[config.mk]
export PLATFORM = sky130hd
export DESIGN_NAME = stripe_fetch
export DESIGN_NICKNAME = d
export VERILOG_FILES = /design/src/rtl/stripe_fetch_pkg.sv /design/src/rtl/sf_tag_store.sv /design/src/rtl/sf_word_bank.sv /design/src/rtl/stripe_fetch.sv
export SDC_FILE = /design/constraint.sdc
export NUM_CORES = 2
export LEC_CHECK = 0
export BUFFER_PORTS_ARGS = -buffer_cell sky130_fd_sc_hd__buf_2
export CAP_MARGIN = 25
export CORE_MARGIN = 2
export CORE_UTILIZATION = 50
export CTS_BUF_LIST = sky130_fd_sc_hd__clkbuf_16
export DETAILED_ROUTE_END_ITERATION = 7
export MAX_ROUTING_LAYER = met4
export PLACE_DENSITY = 0.72
export SLEW_MARGIN = 15
export SYNTH_ARGS = -nofsm -noshare
export SYNTH_HDL_FRONTEND = slang
export SYNTH_MEMORY_MAX_BITS = 65536
export SYNTH_SLANG_ARGS = --single-unit
[constraint.sdc]
create_clock -name clk -period 6.9 [get_ports clk]
set_input_delay 1.38 -clock clk [delete_from_list [all_inputs] [get_ports clk]]
set_output_delay 1.38 -clock clk [all_outputs]
set_load 0.005 [all_outputs]
[src/rtl/stripe_fetch_pkg.sv]
package stripe_fetch_pkg;
    typedef enum logic [1:0] {
        ST_LOOKUP   = 2'd0,
        ST_SPLIT_HI = 2'd1,
        ST_REFILL   = 2'd2
    } fetch_state_t;
endpackage

[src/rtl/sf_tag_store.sv]
module sf_tag_store #(
    parameter int IDX_W = 4,
    parameter int TAG_W = 9
) (
    input  logic             clk,
    input  logic             rst_n,
    input  logic [IDX_W-1:0] rd_idx,
    input  logic [TAG_W-1:0] rd_tag,
    output logic             rd_hit,
    input  logic             wr_en,
    input  logic [IDX_W-1:0] wr_idx,
    input  logic [TAG_W-1:0] wr_tag
);
    localparam int LINES = 1 << IDX_W;

    logic [LINES-1:0] line_ok;
    logic [TAG_W-1:0] tag_mem [LINES];

    always_ff @(posedge clk or negedge rst_n) begin
        if (!rst_n) begin
            line_ok <= '0;
        end else if (wr_en) begin
            line_ok[wr_idx] <= 1'b1;
        end
    end

    always_ff @(posedge clk) begin
        if (wr_en) begin
            tag_mem[wr_idx] <= wr_tag;
        end
    end

    assign rd_hit = line_ok[rd_idx] && (tag_mem[rd_idx] == rd_tag);
endmodule

[src/rtl/sf_word_bank.sv]
module sf_word_bank #(
    parameter int AW = 6,
    parameter int DW = 32
) (
    input  logic          clk,
    input  logic [AW-1:0] rd_addr,
    output logic [DW-1:0] rd_data,
    input  logic          wr_en,
    input  logic [AW-1:0] wr_addr,
    input  logic [DW-1:0] wr_data
);
    localparam int DEPTH = 1 << AW;

    logic [DW-1:0] mem [DEPTH];

    always_ff @(posedge clk) begin
        if (wr_en) begin
            mem[wr_addr] <= wr_data;
        end
    end

    assign rd_data = mem[rd_addr];
endmodule

[src/rtl/stripe_fetch.sv]
module stripe_fetch
    import stripe_fetch_pkg::*;
#(
    parameter int WADDR_W    = 16,
    parameter int DW         = 32,
    parameter int LINE_WORDS = 8,
    parameter int LINES      = 16
) (
    input  logic                                   clk,
    input  logic                                   rst_n,
    input  logic                                   fetch_req,
    input  logic [WADDR_W-1:0]                     fetch_addr,
    output logic [DW-1:0]                          out_word0,
    output logic [DW-1:0]                          out_word1,
    output logic                                   out_valid,
    output logic                                   out_stall,
    output logic                                   miss_req,
    output logic [WADDR_W-$clog2(LINE_WORDS)-1:0]  miss_line,
    input  logic                                   fill_valid,
    input  logic [DW-1:0]                          fill_word
);
    localparam int OFF_W   = $clog2(LINE_WORDS);
    localparam int IDX_W   = $clog2(LINES);
    localparam int TAG_W   = WADDR_W - IDX_W - OFF_W;
    localparam int LADDR_W = WADDR_W - OFF_W;
    localparam int CW      = IDX_W + OFF_W;
    localparam int BANK_AW = CW - 1;
    localparam logic [OFF_W-1:0] LAST_OFF = OFF_W'(LINE_WORDS - 1);

    fetch_state_t state_q, state_d;

    logic [WADDR_W-1:0] addr_hi;
    logic [LADDR_W-1:0] line_lo, line_hi, look_line;
    logic               crosses, tag_hit;
    logic [CW-1:0]      cw_lo, cw_hi;
    logic [BANK_AW-1:0] bank_rd [2];
    logic [DW-1:0]      bank_q  [2];
    logic [DW-1:0]      lo_q, word_lo, word_hi;
    logic [LADDR_W-1:0] miss_line_q;
    logic [OFF_W-1:0]   fill_cnt_q;
    logic               capture_lo, start_miss, fill_last;

    assign addr_hi = fetch_addr + WADDR_W'(1);
    assign line_lo = fetch_addr[WADDR_W-1:OFF_W];
    assign line_hi = addr_hi[WADDR_W-1:OFF_W];
    assign crosses = (fetch_addr[OFF_W-1:0] == LAST_OFF);
    assign cw_lo   = fetch_addr[CW-1:0];
    assign cw_hi   = addr_hi[CW-1:0];

    // Even bank gets the even word of the pair, odd bank the odd word
    assign bank_rd[0] = fetch_addr[0] ? cw_hi[CW-1:1] : cw_lo[CW-1:1];
    assign bank_rd[1] = cw_lo[CW-1:1];
    assign word_lo    = bank_q[fetch_addr[0]];
    assign word_hi    = bank_q[~fetch_addr[0]];

    // One tag lookup per cycle: upper line only in the split state
    assign look_line = (state_q == ST_SPLIT_HI) ? line_hi : line_lo;
    assign fill_last = fill_valid && (fill_cnt_q == LAST_OFF);

    sf_tag_store #(.IDX_W(IDX_W), .TAG_W(TAG_W)) u_tags (
        .clk    (clk),
        .rst_n  (rst_n),
        .rd_idx (look_line[IDX_W-1:0]),
        .rd_tag (look_line[LADDR_W-1:IDX_W]),
        .rd_hit (tag_hit),
        .wr_en  (state_q == ST_REFILL && fill_last),
        .wr_idx (miss_line_q[IDX_W-1:0]),
        .wr_tag (miss_line_q[LADDR_W-1:IDX_W])
    );

    generate
        for (genvar b = 0; b < 2; b++) begin : g_bank
            sf_word_bank #(.AW(BANK_AW), .DW(DW)) u_bank (
                .clk     (clk),
                .rd_addr (bank_rd[b]),
                .rd_data (bank_q[b]),
                .wr_en   (state_q == ST_REFILL && fill_valid && (fill_cnt_q[0] == 1'(b))),
                .wr_addr ({miss_line_q[IDX_W-1:0], fill_cnt_q[OFF_W-1:1]}),
                .wr_data (fill_word)
            );
        end
    endgenerate

    // State register and datapath registers
    always_ff @(posedge clk or negedge rst_n) begin
        if (!rst_n) begin
            state_q     <= ST_LOOKUP;
            lo_q        <= '0;
            miss_line_q <= '0;
            fill_cnt_q  <= '0;
        end else begin
            state_q <= state_d;
            if (capture_lo) begin
                lo_q <= word_lo;
            end
            if (start_miss) begin
                miss_line_q <= look_line;
                fill_cnt_q  <= '0;
            end else if (state_q == ST_REFILL && fill_valid) begin
                fill_cnt_q <= fill_cnt_q + OFF_W'(1);
            end
        end
    end

    // Next state and outputs
    always_comb begin
        state_d    = state_q;
        out_valid  = 1'b0;
        out_word0  = word_lo;
        out_word1  = word_hi;
        capture_lo = 1'b0;
        start_miss = 1'b0;
        unique case (state_q)
            ST_LOOKUP: begin
                if (fetch_req) begin
                    if (!tag_hit) begin
                        start_miss = 1'b1;
                        state_d    = ST_REFILL;
                    end else if (crosses) begin
                        capture_lo = 1'b1;
                        state_d    = ST_SPLIT_HI;
                    end else begin
                        out_valid = 1'b1;
                    end
                end
            end
            ST_SPLIT_HI: begin
                if (tag_hit) begin
                    out_valid = 1'b1;
                    out_word0 = lo_q;
                    state_d   = ST_LOOKUP;
                end else begin
                    start_miss = 1'b1;
                    state_d    = ST_REFILL;
                end
            end
            ST_REFILL: begin
                if (fill_last) begin
                    state_d = ST_LOOKUP;
                end
            end
            default: state_d = ST_LOOKUP;
        endcase
    end

    assign out_stall = fetch_req && !out_valid;
    assign miss_req  = (state_q == ST_REFILL);
    assign miss_line = miss_line_q;
endmodule

# Yosys cells after proc, flatten, opt, wreduce, memory -nomap -nowiden
# Memories as Yosys holds them, arrays and structs flattened.
# Index checks and enable logic that the tools add are counted.
dict set report totals {
  regBits 66
  ram_bits 4240
  input_bits 52
  output_inout_bits 80
  elab_cells 80
  memories 3
}
# memory words width read_ports rd_clocked_by_memory_dff wr line_no
set mem_list {}
lappend mem_list {{g_bank[0].u_bank.mem} 64 32 1 0 1 sf_word_bank.sv:14} ;# logic [DW-1:0] mem [DEPTH];
lappend mem_list {{g_bank[1].u_bank.mem} 64 32 1 0 1 sf_word_bank.sv:14}
lappend mem_list {u_tags.tag_mem 16 9 1 0 1 sf_tag_store.sv:17} ;# logic [TAG_W-1:0] tag_mem [LINES];
dict set report classes {
  n_addsub 2
  magnitude_cmp 5
  n_eq_ne 8
  muxes 40
  bitwise_logic 5
  n_reduce_logical 12
}
# operator count
set op_table {}
lappend op_table {{$mux 32} 8}
lappend op_table {{$mux 1} 18}
lappend op_table {{$add 16x1->16 const B} 1}
lappend op_table {{$or 16x16->16} 1}
lappend op_table {{$mux 13} 1}
lappend op_table {{$lt 4x5->1 const B} 2}
lappend op_table {{$mux 2} 5}
lappend op_table {{$eq 9x9->1} 1}
lappend op_table {{$logic_and 1x1->1} 8}
lappend op_table {{$eq 3x3->1 const B} 2}
lappend op_table {{$mux 3} 2}
lappend op_table {{$mux 6} 1}
lappend op_table {{$pmux 2 s3} 1}
lappend op_table {{$bmux 1 s4} 1}
lappend op_table {{$demux 1 s4} 1}
lappend op_table {{$ge 2x2->1 const B} 2}
lappend op_table {{$ge 4x1->1 const B} 1}
lappend op_table {{$not 1->2} 2}
lappend op_table {{$pmux 1 s2} 2}
lappend op_table {{$add 3x1->3 const B} 1}
lappend op_table {{$ne 3x3->1 const B} 1}
lappend op_table {{$reduce_and 3->1} 1}
lappend op_table {{$eq 2x1->1 const B} 1}
lappend op_table {{$eq 2x2->1 const B} 1}
lappend op_table {{6 further kinds} 7}

# Depth between registers and ports, before layout
dict set report logic_depth {
  ltp_word 10
  ltp_mapped 17
  ltp_nobuf 12
}

# By module
# A second synthesis with hierarchy kept.
dict set report unflattened {
  hier_cells 7288
  hier_area_um2 165501.2
}
# module n_inst cells_each area_each_um2 seq_area_each_um2
set modules_own_cells {}
lappend modules_own_cells {sf_word_bank 2 3292 77874.7 61499.0}
lappend modules_own_cells {sf_tag_store 1 337 6461.2 4724.5}
lappend modules_own_cells {stripe_fetch 1 367 3290.7 1251.2}

# Worst setup path before layout
# Ideal clock, no wire load.
dict set report synth_timing {
  path_kind {input to output}
  startpoint {input port fetch_addr[0]}
  endpoint {output port out_word0[13]}
  arrival_ns 4.970
  t_required_ns 5.520
  setup_slack_ns 0.550
  path_stages 11
  cell_sequence {ha_1 -> clkbuf_1 -> buf_1 -> clkbuf_1 -> buf_1 -> mux4_2 -> nand2_1 -> a21oi_1 -> o41ai_1 -> o21ai_0 -> mux2_2}
}
dict set report synth_via {
  elab_chain_len 8
}
# element line_no
set synth_rtl {}
lappend synth_rtl {{start, declared} stripe_fetch.sv:12} ;# input logic [WADDR_W-1:0] fetch_addr,
lappend synth_rtl {{$add 16x1->16} stripe_fetch.sv:43} ;# assign addr_hi = fetch_addr + WADDR_W'(1);
lappend synth_rtl {{$mux 6} stripe_fetch.sv:51} ;# assign bank_rd[0] = fetch_addr[0] ? cw_hi[CW-1:1] : cw_lo[CW-1:1];
lappend synth_rtl {{$mem_v2 64x32} --}
lappend synth_rtl {{$mux 32 (implied by the code) (3 in a row)} stripe_fetch.sv:53} ;# assign word_lo = bank_q[fetch_addr[0]];
lappend synth_rtl {{$mux 32} stripe_fetch.sv:128} ;# if (tag_hit) begin
lappend synth_rtl {{$mux 32 (*)} stripe_fetch.sv:113} ;# unique case (state_q)
lappend synth_rtl {{end, declared} stripe_fetch.sv:13} ;# output logic [DW-1:0] out_word0,
# Every way passes the cells marked *; elsewhere a longest branch is shown, timed or not. The select of a mux whose other input is x is not followed.

# Worst setup path in the final report
dict set report layout_timing {
  startpoint {input port fetch_addr[0]}
  endpoint {output port out_word0[10]}
}
# The elaborated chain is that of the path after synthesis.

==> results.sh <==
export IMPL_setup_viol=0
export IMPL_clockBufferDepth=4
export IMPL_dp_hpwl_um=285000
export IMPL_critical_path_buf_inv_count=10
export IMPL_synth_cell_type_count=76
export IMPL_synth_nets=8530
export IMPL_synth_common_cells="edfxtp_1, mux4_2, nand2_1"
export IMPL_num_nets_final=9263
export IMPL_max_stage_delay_ns=0.43
export IMPL_ant_nets=0
export IMPL_rsz0062_at_grt="false"
export IMPL_hold_violations=0
export IMPL_gp_congestion=0.941
export IMPL_antenna_found_initial=34
export IMPL_maxSlewHeadroom=0.246
export IMPL_die_w_um=584
export IMPL_yosysTopAreaCell="edfxtp_1"
export IMPL_area_delta_synth_final_pct=15.0
export IMPL_timing_final_crit_share=0.998
export IMPL_fillers=23400
export IMPL_status="finished clean"
export IMPL_rows=212
export IMPL_crit_path_end_kind="primary output"
export IMPL_cts_tree="yes"
export IMPL_fmax_mhz=145
export IMPL_syn_area_per_cell_um2=19.8
export IMPL_drc=0
export IMPL_cp_common_cell="buf_4"
export IMPL_cp_top_family="buffers and inverters"
export IMPL_grt_max_degree=108
export IMPL_synth_edf_count=4240
export IMPL_pre_cts_ws_ns=-0.480
export IMPL_ioPinCount=132
export IMPL_yosysMostFrequentCell="edfxtp_1"
export IMPL_drv_slew=0
export IMPL_ir_drop_v=0.000260
export IMPL_grt_overflow_total=0
export IMPL_seq_area_frac_synth=0.768
export IMPL_cap_violations=0
export IMPL_crit_arrival_ns=5.51
export IMPL_fin_tns_setup_ns=0
export IMPL_yosys_area_top_type_share=0.758
export IMPL_synth_area_leaders="edfxtp_1, mux4_2, mux2i_1"
export IMPL_critPathKind="in -> out"
export IMPL_worst_slew_pin_slew_ns=1.13
export IMPL_p_leak_nw=63.4
export IMPL_grt_total_usage=0.289
export IMPL_synth_ff_type="edfxtp_1"
export IMPL_cts_sinks=4306
export IMPL_drt_total_wl_um=480000
export IMPL_period_needed_ns=6.89
export IMPL_critPathRequiredTime_ns=5.52
export IMPL_critPathMaxFanout=16
export IMPL_drive_above_1_share=0.259
export IMPL_multi_input_area_um2=38200
export IMPL_port_buffers=131
export IMPL_worst_slack_ns=0.0125
export IMPL_initial_core_util=0.503
export IMPL_yosys_register_bits=4306
export IMPL_dieHeight_um=584
export IMPL_post_drt_wl_per_cell_um=34.4
export IMPL_core_um2=334000
export IMPL_numCtsBuffers=406
export IMPL_clock_tree_root_cell="clkbuf_16"
export IMPL_powerDensity_nw_per_um2=296
export IMPL_final_seq_area_um2=129000
export IMPL_die_area_um2=341000
export IMPL_async_flop_share=0.0153
export IMPL_via_count=91000
export IMPL_synth_cell_area_um2=168000
export IMPL_syn_inst=8474
export IMPL_crit_path_cell_trace="buf_4, buf_4, buf_4, nand4_1, buf_6, xnor2_2, buf_12, buf_12, buf_4, mux4_2, a22oi_1, buf_4, nand2_1, buf_12, mux2i_1, mux2i_1, buf_2"
export IMPL_min_path_type="reg -> reg"
export IMPL_htreeDepth=5
export IMPL_drt_initial_drc_count=13500
export IMPL_slowest_stage="mux4_2"
export IMPL_startpoint_type="input port"
export IMPL_path_clk_slew_ns=0.06
export IMPL_worstSkewPairLatency_ns=0.94
export IMPL_yosys_warnings=0
export IMPL_grt_pass1_wl_um=673000
export IMPL_viasPerCell=6.53
export IMPL_skew_ns=0.0543
export IMPL_dr_pass1_iters=6
export IMPL_grt_pass1_vias=89100
-- placed cells by master, fill, tap and decap left out, types with 14 or more instances in the layout --
| cell | instances |
|---|---|
| buf_2 | 93 |
| a211oi_1 | 46 |
| a311oi_1 | 37 |
| clkbuf_16 | 411 |
| bufinv_16 | 35 |
| nor3_1 | 14 |
| and3_1 | 68 |
| mux4_2 | 827 |
| mux2_2 | 63 |
| nor2_4 | 130 |
| mux2_1 | 23 |
| clkinv_1 | 98 |
| clkinv_2 | 73 |
| o22ai_1 | 131 |
| nand3_1 | 131 |
| buf_4 | 611 |
| diode_2 | 18 |
| o21ai_0 | 42 |
| nand4_1 | 19 |
| a31oi_1 | 38 |
| a21oi_1 | 201 |
| nand2b_1 | 59 |
| nor2_1 | 74 |
| inv_1 | 103 |
| a32oi_1 | 17 |
| dfrtp_1 | 64 |
| mux2i_1 | 522 |
| buf_12 | 117 |
| o221ai_1 | 253 |
| a22oi_1 | 37 |
| or2_2 | 17 |
| edfxtp_1 | 4240 |
| nand2_1 | 729 |
-- power breakdown --
| group | total, W | switching [W] | internal, W | leakage, nW |
|---|---|---|---|---|
| combinational | 0.00583 | 0.00378 | 0.00205 | 17.8 |
| clock | 0.0217 | 0.00957 | 0.0121 | 6.57 |
| sequential | 0.0296 | 0.000299 | 0.0293 | 38.9 |
-- repair_timing --
| item | 4_1_cts | 5_1_grt |
|---|---|---|
| buffers inserted | 0 | 1 |
| setup endpoints to repair | 27 | 23 |
| endpoints found under the hold margin | 0 | 0 |
| pin swaps | 1 | 3 |
| gates resized for setup | 10 | 17 |
| hold buffers | 0 | 0 |
-- flip-flops by register name, indices dropped and copies added (netlist names) --
name               flops
fill_cnt_q             3
miss_line             13
lo_q                  32
state_q                2
u_tags.tag_mem       144
g_bank.u_bank.mem   4096
u_tags.line_ok        16
-- final timing paths --
kind / start / to / slack (ns) / depth (start not counted)
max in group asynchronous: rst_n / u_tags.line_ok[1] / 5.13 / 2
hold / removal: u_tags.line_ok[4] / u_tags.line_ok[4] / 0.46 / 1
hold reg to reg: u_tags.line_ok[4] / u_tags.line_ok[4] / 0.46 / 1
min in group asynchronous: rst_n / lo_q[29] / 0.52 / 1
setup reg to reg: state_q[1] / miss_line[1] / 2.14 / 12
setup / recovery: fetch_addr[0] / out_word0[10] / 0.01 / 17
-- metal layers --
| metal | track usage | share of wire |
|---|---|---|
| met3 | 0.0571 | 0.12 |
| met4 | 0.149 | 0.061 |
| met5 | - | 0 |
| met1 | 0.365 | 0.35 |
| met2 | 0.446 | 0.48 |
-- cell families (layout without fill, tap and decap cells) --
logic type | Yosys count | count (layout) | synth area share
muxes | 1437 | 1437 | 0.148
and+or+nand+nor | 1301 | 1301 | 0.0338
adders and majority gates | 4 | 4 | 0.000298
other | 0 | 18 | 0
DFF | 4306 | 4306 | 0.768
buffers and inverters | 527 | 1585 | 0.0122
AOI/OAI and AO/OA | 872 | 872 | 0.0369
xor gates and xnor gates | 27 | 27 | 0.00141
-- stage by stage --
stage          total power, W  hold slack [ns]  cells   util  instance area (um2)
3_3_place_gp           0.0358            0.450  13200  0.539               180000
2_1_floorplan          0.0327            0.434   8474      -               168000
5_1_grt                0.0584            0.476  13900  0.578               193000
4_1_cts                0.0571            0.452  13900  0.577               193000
6_report               0.0571            0.462  13900  0.578               193000
3_5_place_dp           0.0359            0.452  13200  0.539               180000
-- layout make-up --
class,count,area share
repair buffers,834,0.0395
inverters,18,0.000376
multi-input cells,3641,0.198
diodes,18,0.000233
clock inverters,322,0.0127
clock buffers,411,0.0532
flip-flops and latches,4306,0.668
well taps,4387,0.0284
Power figures use the tool's default switching activity.
